**src/rtl/xrs_pkg.sv**
```systemverilog
package xrs_pkg;
  localparam int SEL_W    = 2;
  localparam int MAX_PER  = 16;
  localparam int CNT_W    = $clog2(MAX_PER);
  localparam int PER_W    = CNT_W + 1;

  typedef enum logic [SEL_W-1:0] {
    PER_1  = 2'b00,
    PER_4  = 2'b01,
    PER_8  = 2'b10,
    PER_16 = 2'b11
  } period_sel_e;

  function automatic logic [PER_W-1:0] period_of(input period_sel_e s);
    case (s)
      PER_1:   period_of = PER_W'(1);
      PER_4:   period_of = PER_W'(4);
      PER_8:   period_of = PER_W'(8);
      default: period_of = PER_W'(16);
    endcase
  endfunction
endpackage

```
**src/rtl/xrs_cfg_reg.sv**
```systemverilog
module xrs_cfg_reg
  import xrs_pkg::*;
#(
  parameter int REG_W = 8
) (
  input  logic             clk,
  input  logic             rst,
  input  logic             we,
  input  logic [REG_W-1:0] wdata,
  output logic [REG_W-1:0] rdata,
  output period_sel_e      sel
);
  localparam int PAD_W = REG_W - SEL_W;

  always_ff @(posedge clk) begin
    if (rst)     sel <= PER_1;
    else if (we) sel <= period_sel_e'(wdata[SEL_W-1:0]);
  end

  assign rdata = {{PAD_W{1'b0}}, sel};
endmodule

```
**src/rtl/xrs_char_counter.sv**
```systemverilog
module xrs_char_counter
  import xrs_pkg::*;
(
  input  logic             clk,
  input  logic             rst,
  input  logic             active,
  input  logic             strobe,
  input  logic [PER_W-1:0] period,
  output logic             hit
);
  logic [CNT_W-1:0] cnt;
  logic [PER_W-1:0] cnt_next;

  assign cnt_next = PER_W'(cnt) + PER_W'(1);
  assign hit      = active && strobe && (cnt_next >= period);

  always_ff @(posedge clk) begin
    if (rst || !active)   cnt <= '0;
    else if (hit)         cnt <= '0;
    else if (strobe)      cnt <= cnt_next[CNT_W-1:0];
  end
endmodule

```
**src/rtl/xrs_req_hold.sv**
```systemverilog
module xrs_req_hold (
  input  logic clk,
  input  logic rst,
  input  logic allow,
  input  logic hit,
  input  logic ready,
  output logic pending
);
  always_ff @(posedge clk) begin
    if (rst || !allow) pending <= 1'b0;
    else if (hit)      pending <= 1'b1;
    else if (ready)    pending <= 1'b0;
  end
endmodule

```
**src/rtl/xoff_resend_sched.sv**
```systemverilog
module xoff_resend_sched
  import xrs_pkg::*;
#(
  parameter int CHAR_W = 8,
  parameter int REG_W  = 8
) (
  input  logic              clk,
  input  logic              rst,
  input  logic              fc_en,
  input  logic              resend_en,
  input  logic              cfg_we,
  input  logic [REG_W-1:0]  cfg_wdata,
  output logic [REG_W-1:0]  cfg_rdata,
  input  logic              xoff_state,
  input  logic              rx_strobe,
  input  logic [CHAR_W-1:0] xoff_code,
  output logic              req_valid,
  input  logic              req_ready,
  output logic [CHAR_W-1:0] req_data
);
  period_sel_e      sel;
  logic [PER_W-1:0] period;
  logic             allow;
  logic             counting;
  logic             hit;

  assign allow    = fc_en && resend_en;
  assign counting = allow && xoff_state;
  assign period   = period_of(sel);

  xrs_cfg_reg #(.REG_W(REG_W)) u_cfg (
    .clk(clk), .rst(rst), .we(cfg_we), .wdata(cfg_wdata),
    .rdata(cfg_rdata), .sel(sel)
  );

  xrs_char_counter u_cnt (
    .clk(clk), .rst(rst), .active(counting), .strobe(rx_strobe),
    .period(period), .hit(hit)
  );

  xrs_req_hold u_req (
    .clk(clk), .rst(rst), .allow(allow), .hit(hit),
    .ready(req_ready), .pending(req_valid)
  );

  assign req_data = xoff_code;
endmodule

```
**config.mk**
```make
export PLATFORM = sky130hd
export DESIGN_NAME = xoff_resend_sched
export DESIGN_NICKNAME = d
export VERILOG_FILES = /design/src/rtl/xrs_pkg.sv /design/src/rtl/xrs_cfg_reg.sv /design/src/rtl/xrs_char_counter.sv /design/src/rtl/xrs_req_hold.sv /design/src/rtl/xoff_resend_sched.sv
export SDC_FILE = /design/constraint.sdc
export NUM_CORES = 1
export LEC_CHECK = 0
export ABC_AREA = 1
export BUFFER_PORTS_ARGS = -buffer_cell sky130_fd_sc_hd__buf_4
export CORE_ASPECT_RATIO = 1.1
export CORE_MARGIN = 3
export CORE_UTILIZATION = 35
export CTS_BUF_LIST = sky130_fd_sc_hd__clkbuf_8 sky130_fd_sc_hd__clkbuf_16
export CTS_CLUSTER_DIAMETER = 120
export DETAILED_ROUTE_END_ITERATION = 6
export GPL_TIMING_DRIVEN = 0
export MAX_ROUTING_LAYER = met4
export PLACE_DENSITY = 0.73
export SYNTH_ARGS = -nofsm -noshare
export SYNTH_HDL_FRONTEND = slang
export SYNTH_SLANG_ARGS = --single-unit
```
**constraint.sdc**
```tcl
create_clock -name clk -period 1.57 [get_ports clk]
set_input_delay 0.0785 -clock clk [delete_from_list [all_inputs] [get_ports clk]]
set_output_delay 0.0785 -clock clk [all_outputs]
set_load 0.01 [all_outputs]
```
-- Word-level counts from Yosys, hierarchy flattened
Cells that the tools add are included.
- input bits: 24
- output and inout bits: 17
- register bits: 7
- reduce and logical (&&, ||, !) cells: 11
- eq/ne operators: 2
- multiplexer cells: 3
- magnitude comparators: 1
- add/sub/neg operators: 1
- operators by type and width (cell ; number):
    5-bit case mux with 3 select lines ; 1
    4-bit by 1-bit adder with 5-bit output, second input constant ; 1
    5-bit greater-or-equal comparator ; 1
    1-bit logical AND ; 4
    2-bit by 1-bit equality test with 1-bit output, second input constant ; 1
    2-bit equality test, second input constant ; 1
    1-bit zero test ; 2
    2-bit zero test ; 1
    1-bit logical OR ; 2
    1-bit 2-to-1 mux ; 2
    2-bit nonzero test ; 1
    2-bit OR reduction ; 1

-- Depth between registers and ports, before layout
- depth in word-level cells: 5
- gate-level depth with buffers: 11
- mapped depth without buffers: 11

-- Hierarchy
A second synthesis with hierarchy kept.
- cells, all modules: 106
- area total of the unflattened synthesis: 669.4 µm²
- by module, submodules not included (module ; cells each ; area an instance (µm²) ; times used ; sequential area each (µm²)):
    xrs_char_counter ; 57 ; 371.6 ; 1 ; 80.1
    xrs_cfg_reg ; 22 ; 145.1 ; 1 ; 40.0
    xoff_resend_sched ; 20 ; 105.1 ; 1 ; 0.0
    xrs_req_hold ; 7 ; 47.5 ; 1 ; 20.0

-- Worst setup path after synthesis
Ideal clock, no wire load.
- path kind: flip-flop to flip-flop
- start point: register u_cfg.sel[0]
- end point: register u_cnt.cnt[0]
- buffers on the path: 0
- cell stages (with the launch flop): 11
- clock period less this slack: 1.569 ns
- required time: 1.454 ns
- slack: 0.001 ns
- arrival time: 1.453 ns
- cells stage by stage: dfxtp_1 > inv_1 > or2_2 > ha_1 > inv_1 > nor2_1 > nand3_1 > nand3_1 > nand2_1 > nand2_1 > nor2_1
- cells in the longest elaborated chain, start to end: 5
- elaborated cells between the ends (all ways): 7
- ends and longest elaborated chain (item ; RTL line ; RTL):
    start: declaration ; xrs_cfg_reg.sv:11 ; output period_sel_e sel
    start signal: assignment ; xrs_cfg_reg.sv:17 ; else if (we) sel <= period_sel_e'(wdata[SEL_W-1:0]);
    2-bit equality test, or another cell as far along ; xrs_pkg.sv:15 ; case (s)
    5-bit case mux with 3 select lines * ; xrs_pkg.sv:15 ;
    5-bit greater-or-equal comparator * ; xrs_char_counter.sv:15 ; assign hit = active && strobe && (cnt_next >= period);
    1-bit logical AND * ; xrs_char_counter.sv:15 ;
    2-bit OR reduction (no line) * ; -- ;
    end signal: assignment ; xrs_char_counter.sv:20 ; else if (strobe) cnt <= cnt_next[CNT_W-1:0];
    end: declaration ; xrs_char_counter.sv:11 ; logic [CNT_W-1:0] cnt;
Mark *: on every way between the ends. The rest lies on a longest branch, timed or not.
A chain may end at the register's enable or synchronous reset.

-- Worst setup path after layout
- start point: register u_cnt.cnt[0]
- end point: register u_cnt.cnt[1]
- cells in the longest elaborated chain, start to end: 4
- ends and longest elaborated chain (item ; RTL line ; RTL):
    4-bit by 1-bit adder with 5-bit output ; xrs_char_counter.sv:14 ; assign cnt_next = PER_W'(cnt) + PER_W'(1);
    net u_cnt.cnt_next[2] ; xrs_char_counter.sv:12 ; logic [PER_W-1:0] cnt_next;
    5-bit greater-or-equal comparator ; xrs_char_counter.sv:15 ;
    1-bit logical AND ; xrs_char_counter.sv:15 ;
    2-bit OR reduction (no line) ; -- ;
The timed path passes the listed nets, and every way through them passes these cells.

==> summary.md <==
| Metric | Value |
|---|---|
| Hold Buf Count CTS | `0` |
| Setup TNS | `0 ns` |
| PwrDens | `619 nW/um^2` |
| Power share of the clock group | `between 40% and 50%` |
| CP required | `approximately 1.7 ns` |
| Syn_area_per_cell | `6.76 sq um` |
| Setup violators final | `0` |
| CP endpoint kind | `flop` |
| VDD IR max | `about 0.85 mV` |
| Clock skew | `0.00422 ns` |
| Worst setup SP type | `flop` |
| Reg power frac | `32.7%` |
| #FFs+latches synth | `7` |
| # port buffers | `19` |
| Comb pwr share | `approximately 23%` |
| Area after DPL | `749 sq um` |
| Status | `completed` |
| # DRC | `0` |
| Crit path from | `u_cnt.cnt[0]$_SDFFE_PP0P_` |
| Most frequent cells in the layout | `buf_4 (36), nand2_1 (12), inv_1 (11)` |
| Most common cell after layout, fill and taps aside | `buf_4` |
| R2R depth | `10` |
| Largest net degree at the start of global routing | `7` |
| FMAX | `650 MHz` |
| Fin nets | `145` |
| Tmin final | `1.54 ns` |
| Synth unique cells | `18` |
| Hold_sp | `cfg_wdata[1]` |
| Filler cells | `132` |
| Initial antenna violation count | `0` |
| Crit path DAT | `1.65 ns` |
| GRT Util Overall | `a little over an eighth` |
| Switch Pwr | `0.140 mW` |
| Crit Path Max Fanout | `5` |
| Hold_ws | `0.0797 ns` |
| WL/cell | `~9.8 um` |
| Top cell type by total area after synthesis | `dfxtp_1` |
| Reg clk slew, reported paths | `0.04 ns` |
| Final worst-path cycle share | `98.0%` |
| Internal power | `around 0.42 mW` |
| Final wirelength | `around 1300 um` |
| Share of post-route cells with drive strength above 1 | `51.3%` |
| Floorplan Core Area | `1450 sq um` |
| Root buffer cell | `clkbuf_8` |
| Worst reg2reg path startpoint | `u_cnt.cnt[0]$_SDFFE_PP0P_` |
| Max_cap viols | `0` |
| Max Root-Sink Buffers | `2` |
| Final hold violation count | `0` |
| Worst setup path endpoint | `u_cnt.cnt[1]$_SDFFE_PP0P_` |
| Post-Syn Area | `568 sq um` |
| Layout area overhead | `59.5%` |
| First-pass GRT wire length | `around 1900 um` |
| Die width | `44.4 um` |
| Pwr Total | `0.560 mW` |
| Pre-CTS WS | `-0.217 ns` |
| Setup slack, reg-to-reg | `~0.031 ns` |
| TritonRoute pass-1 iters | `4` |
| Reg2reg end | `u_cnt.cnt[1]$_SDFFE_PP0P_` |
| Final Wtd Congestion | `0.700` |
| TritonCTS clock tree | `yes` |
| Post-synthesis sequential area ratio | `24.7%` |
| Final worst setup slack | `0.0308 ns` |
| CTS Buf Count | `3` |
| H-tree levels | `1` |
| DP Wirelength | `about 970 um` |
| Vias in the first global route | `467` |
| Final ANT Viol Nets | `0` |
| Via count | `571` |
| Row count | `14` |
| Cells after synthesis | `84` |
| Post-synth top area share | `24.7%` |
| DIE HEIGHT | `~48 um` |
| LEAKAGE | `0.472 nW` |
| DR vias/cell | `4.36` |
| Design area | `slightly above 900 sq um` |
| Initial core utilization | `39.1%` |
| Final slew viol count | `0` |
| CTS sink count | `7` |
| Kind of critical path | `flop to flop` |
| Top cells by area, synth | `dfxtp_1 (25%), buf_4 (19%), ha_1 (11%)` |
| Clk Latency, worst-skew pair | `~0.23 ns` |
| Detailed Route Iter0 Violations | `6` |
| Die Area | `2140 sq um` |
| Switching Share | `around a quarter` |
| GR Overflow Total | `0` |
| Min-delay worst type | `input port to flop` |
| Ant diodes | `0` |
| Yosys warnings | `0` |
| Io pins | `41` |
| RSZ-0062 raised after global routing | `yes` |
## Yosys cell counts
cell type and instances:
a21oi_1 3, and2_1 1, buf_4 14, clkbuf_2 1, conb_1 1, dfxtp_1 7, ha_1 5, inv_1 12
mux2i_1 1, nand2_1 15, nand3_1 6, nand4_1 1, nor2_1 10, nor2_2 1, o21ai_0 3, or2_2 1
xnor2_1 1, xor2_1 1
## kinds of logic after synthesis
family	after synthesis	synth area share, %
AO/OA/AOI/OAI	6	5.28
buffers and inverters	27	27.3
other	1	0.660
adder cells (fa/ha/maj)	5	11.0
flip-flops	7	24.7
AND/OR/NAND/NOR	35	26.2
multiplexers	1	1.76
XOR/XNOR	2	3.08
## repair_timing
action | 4_1_cts | 5_1_grt
setup endpoints to repair | 5 | 5
cloned | 0 | 0
gates resized for setup | 14 | 10
pin swaps | 7 | 8
setup buffers | 2 | 1
## sequential cells by signal (all words and copies together) (netlist names)
name	flops
u_cnt.cnt	4
u_cfg.sel	2
u_req.pending	1
## power groups by stage
| stage | combinational, mW | clock (mW) | sequential (mW) |
|---|---|---|---|
| after detailed placement | 0.115 | 0 | 0.191 |
| final | 0.128 | 0.249 | 0.183 |
| after CTS | 0.121 | 0.254 | 0.185 |
| after floorplan | 0.0696 | 0 | 0.192 |
| after global placement | 0.113 | 0 | 0.190 |
| after global routing | 0.143 | 0.273 | 0.184 |
## routing by layer
| metal | vias up | global-route usage [%] | routed length (um) |
|---|---|---|---|
| li1 | 301 | - | - |
| met1 | 244 | 11.9 | 448 |
| met2 | 24 | 24.4 | 698 |
| met3 | 2 | 3.32 | 113 |
| met4 | 0 | 9.04 | 17 |
| met5 | - | - | 0 |
## critical path, stage by stage, from the launching register on
cell and delay (ns):
dfxtp_4 0.36, ha_4 0.18, xor2_4 0.16, ha_4 0.27
inv_2 0.03, nor2_2 0.09, nand3_2 0.07, nand3_2 0.08
nand2_2 0.07, nand2_4 0.08, nor2_1 0.04
## per-stage QoR
stage                     instances  util (%)
after floorplan                  89         -
after global placement          124      51.5
after detailed placement        124      51.5
after CTS                       130      59.7
after global routing            131      62.3
final                           131      62.3
## how the worst min path moves through the flow
stage | slack (ns) | cells after the start | endpoint
3_3_place_gp | 0.31 | 3 | u_cfg.sel[1]$_SDFFE_PP0P_
6_report | 0.08 | 3 | u_cfg.sel[1]$_SDFFE_PP0P_
3_5_place_dp | 0.32 | 3 | u_cfg.sel[1]$_SDFFE_PP0P_
5_1_grt | 0.1 | 3 | u_cfg.sel[1]$_SDFFE_PP0P_
4_1_cts | 0.08 | 3 | u_cfg.sel[1]$_SDFFE_PP0P_
2_1_floorplan | 0.21 | 2 | u_cfg.sel[1]$_SDFFE_PP0P_
## cell type report
class | count | area (sq um) | area share [%]
Clock inverter | 1 | 3.75 | 0.414
Tap cell | 16 | 20.0 | 2.21
Sequential cell | 7 | 153 | 16.9
Buffer | 15 | 110 | 12.2
Clock buffer | 3 | 41.3 | 4.56
Inverter | 12 | 45.0 | 4.97
Multi-Input combinational cell | 55 | 368 | 40.6
Timing Repair Buffer | 22 | 165 | 18.2
(Power assumes the default switching activity.)
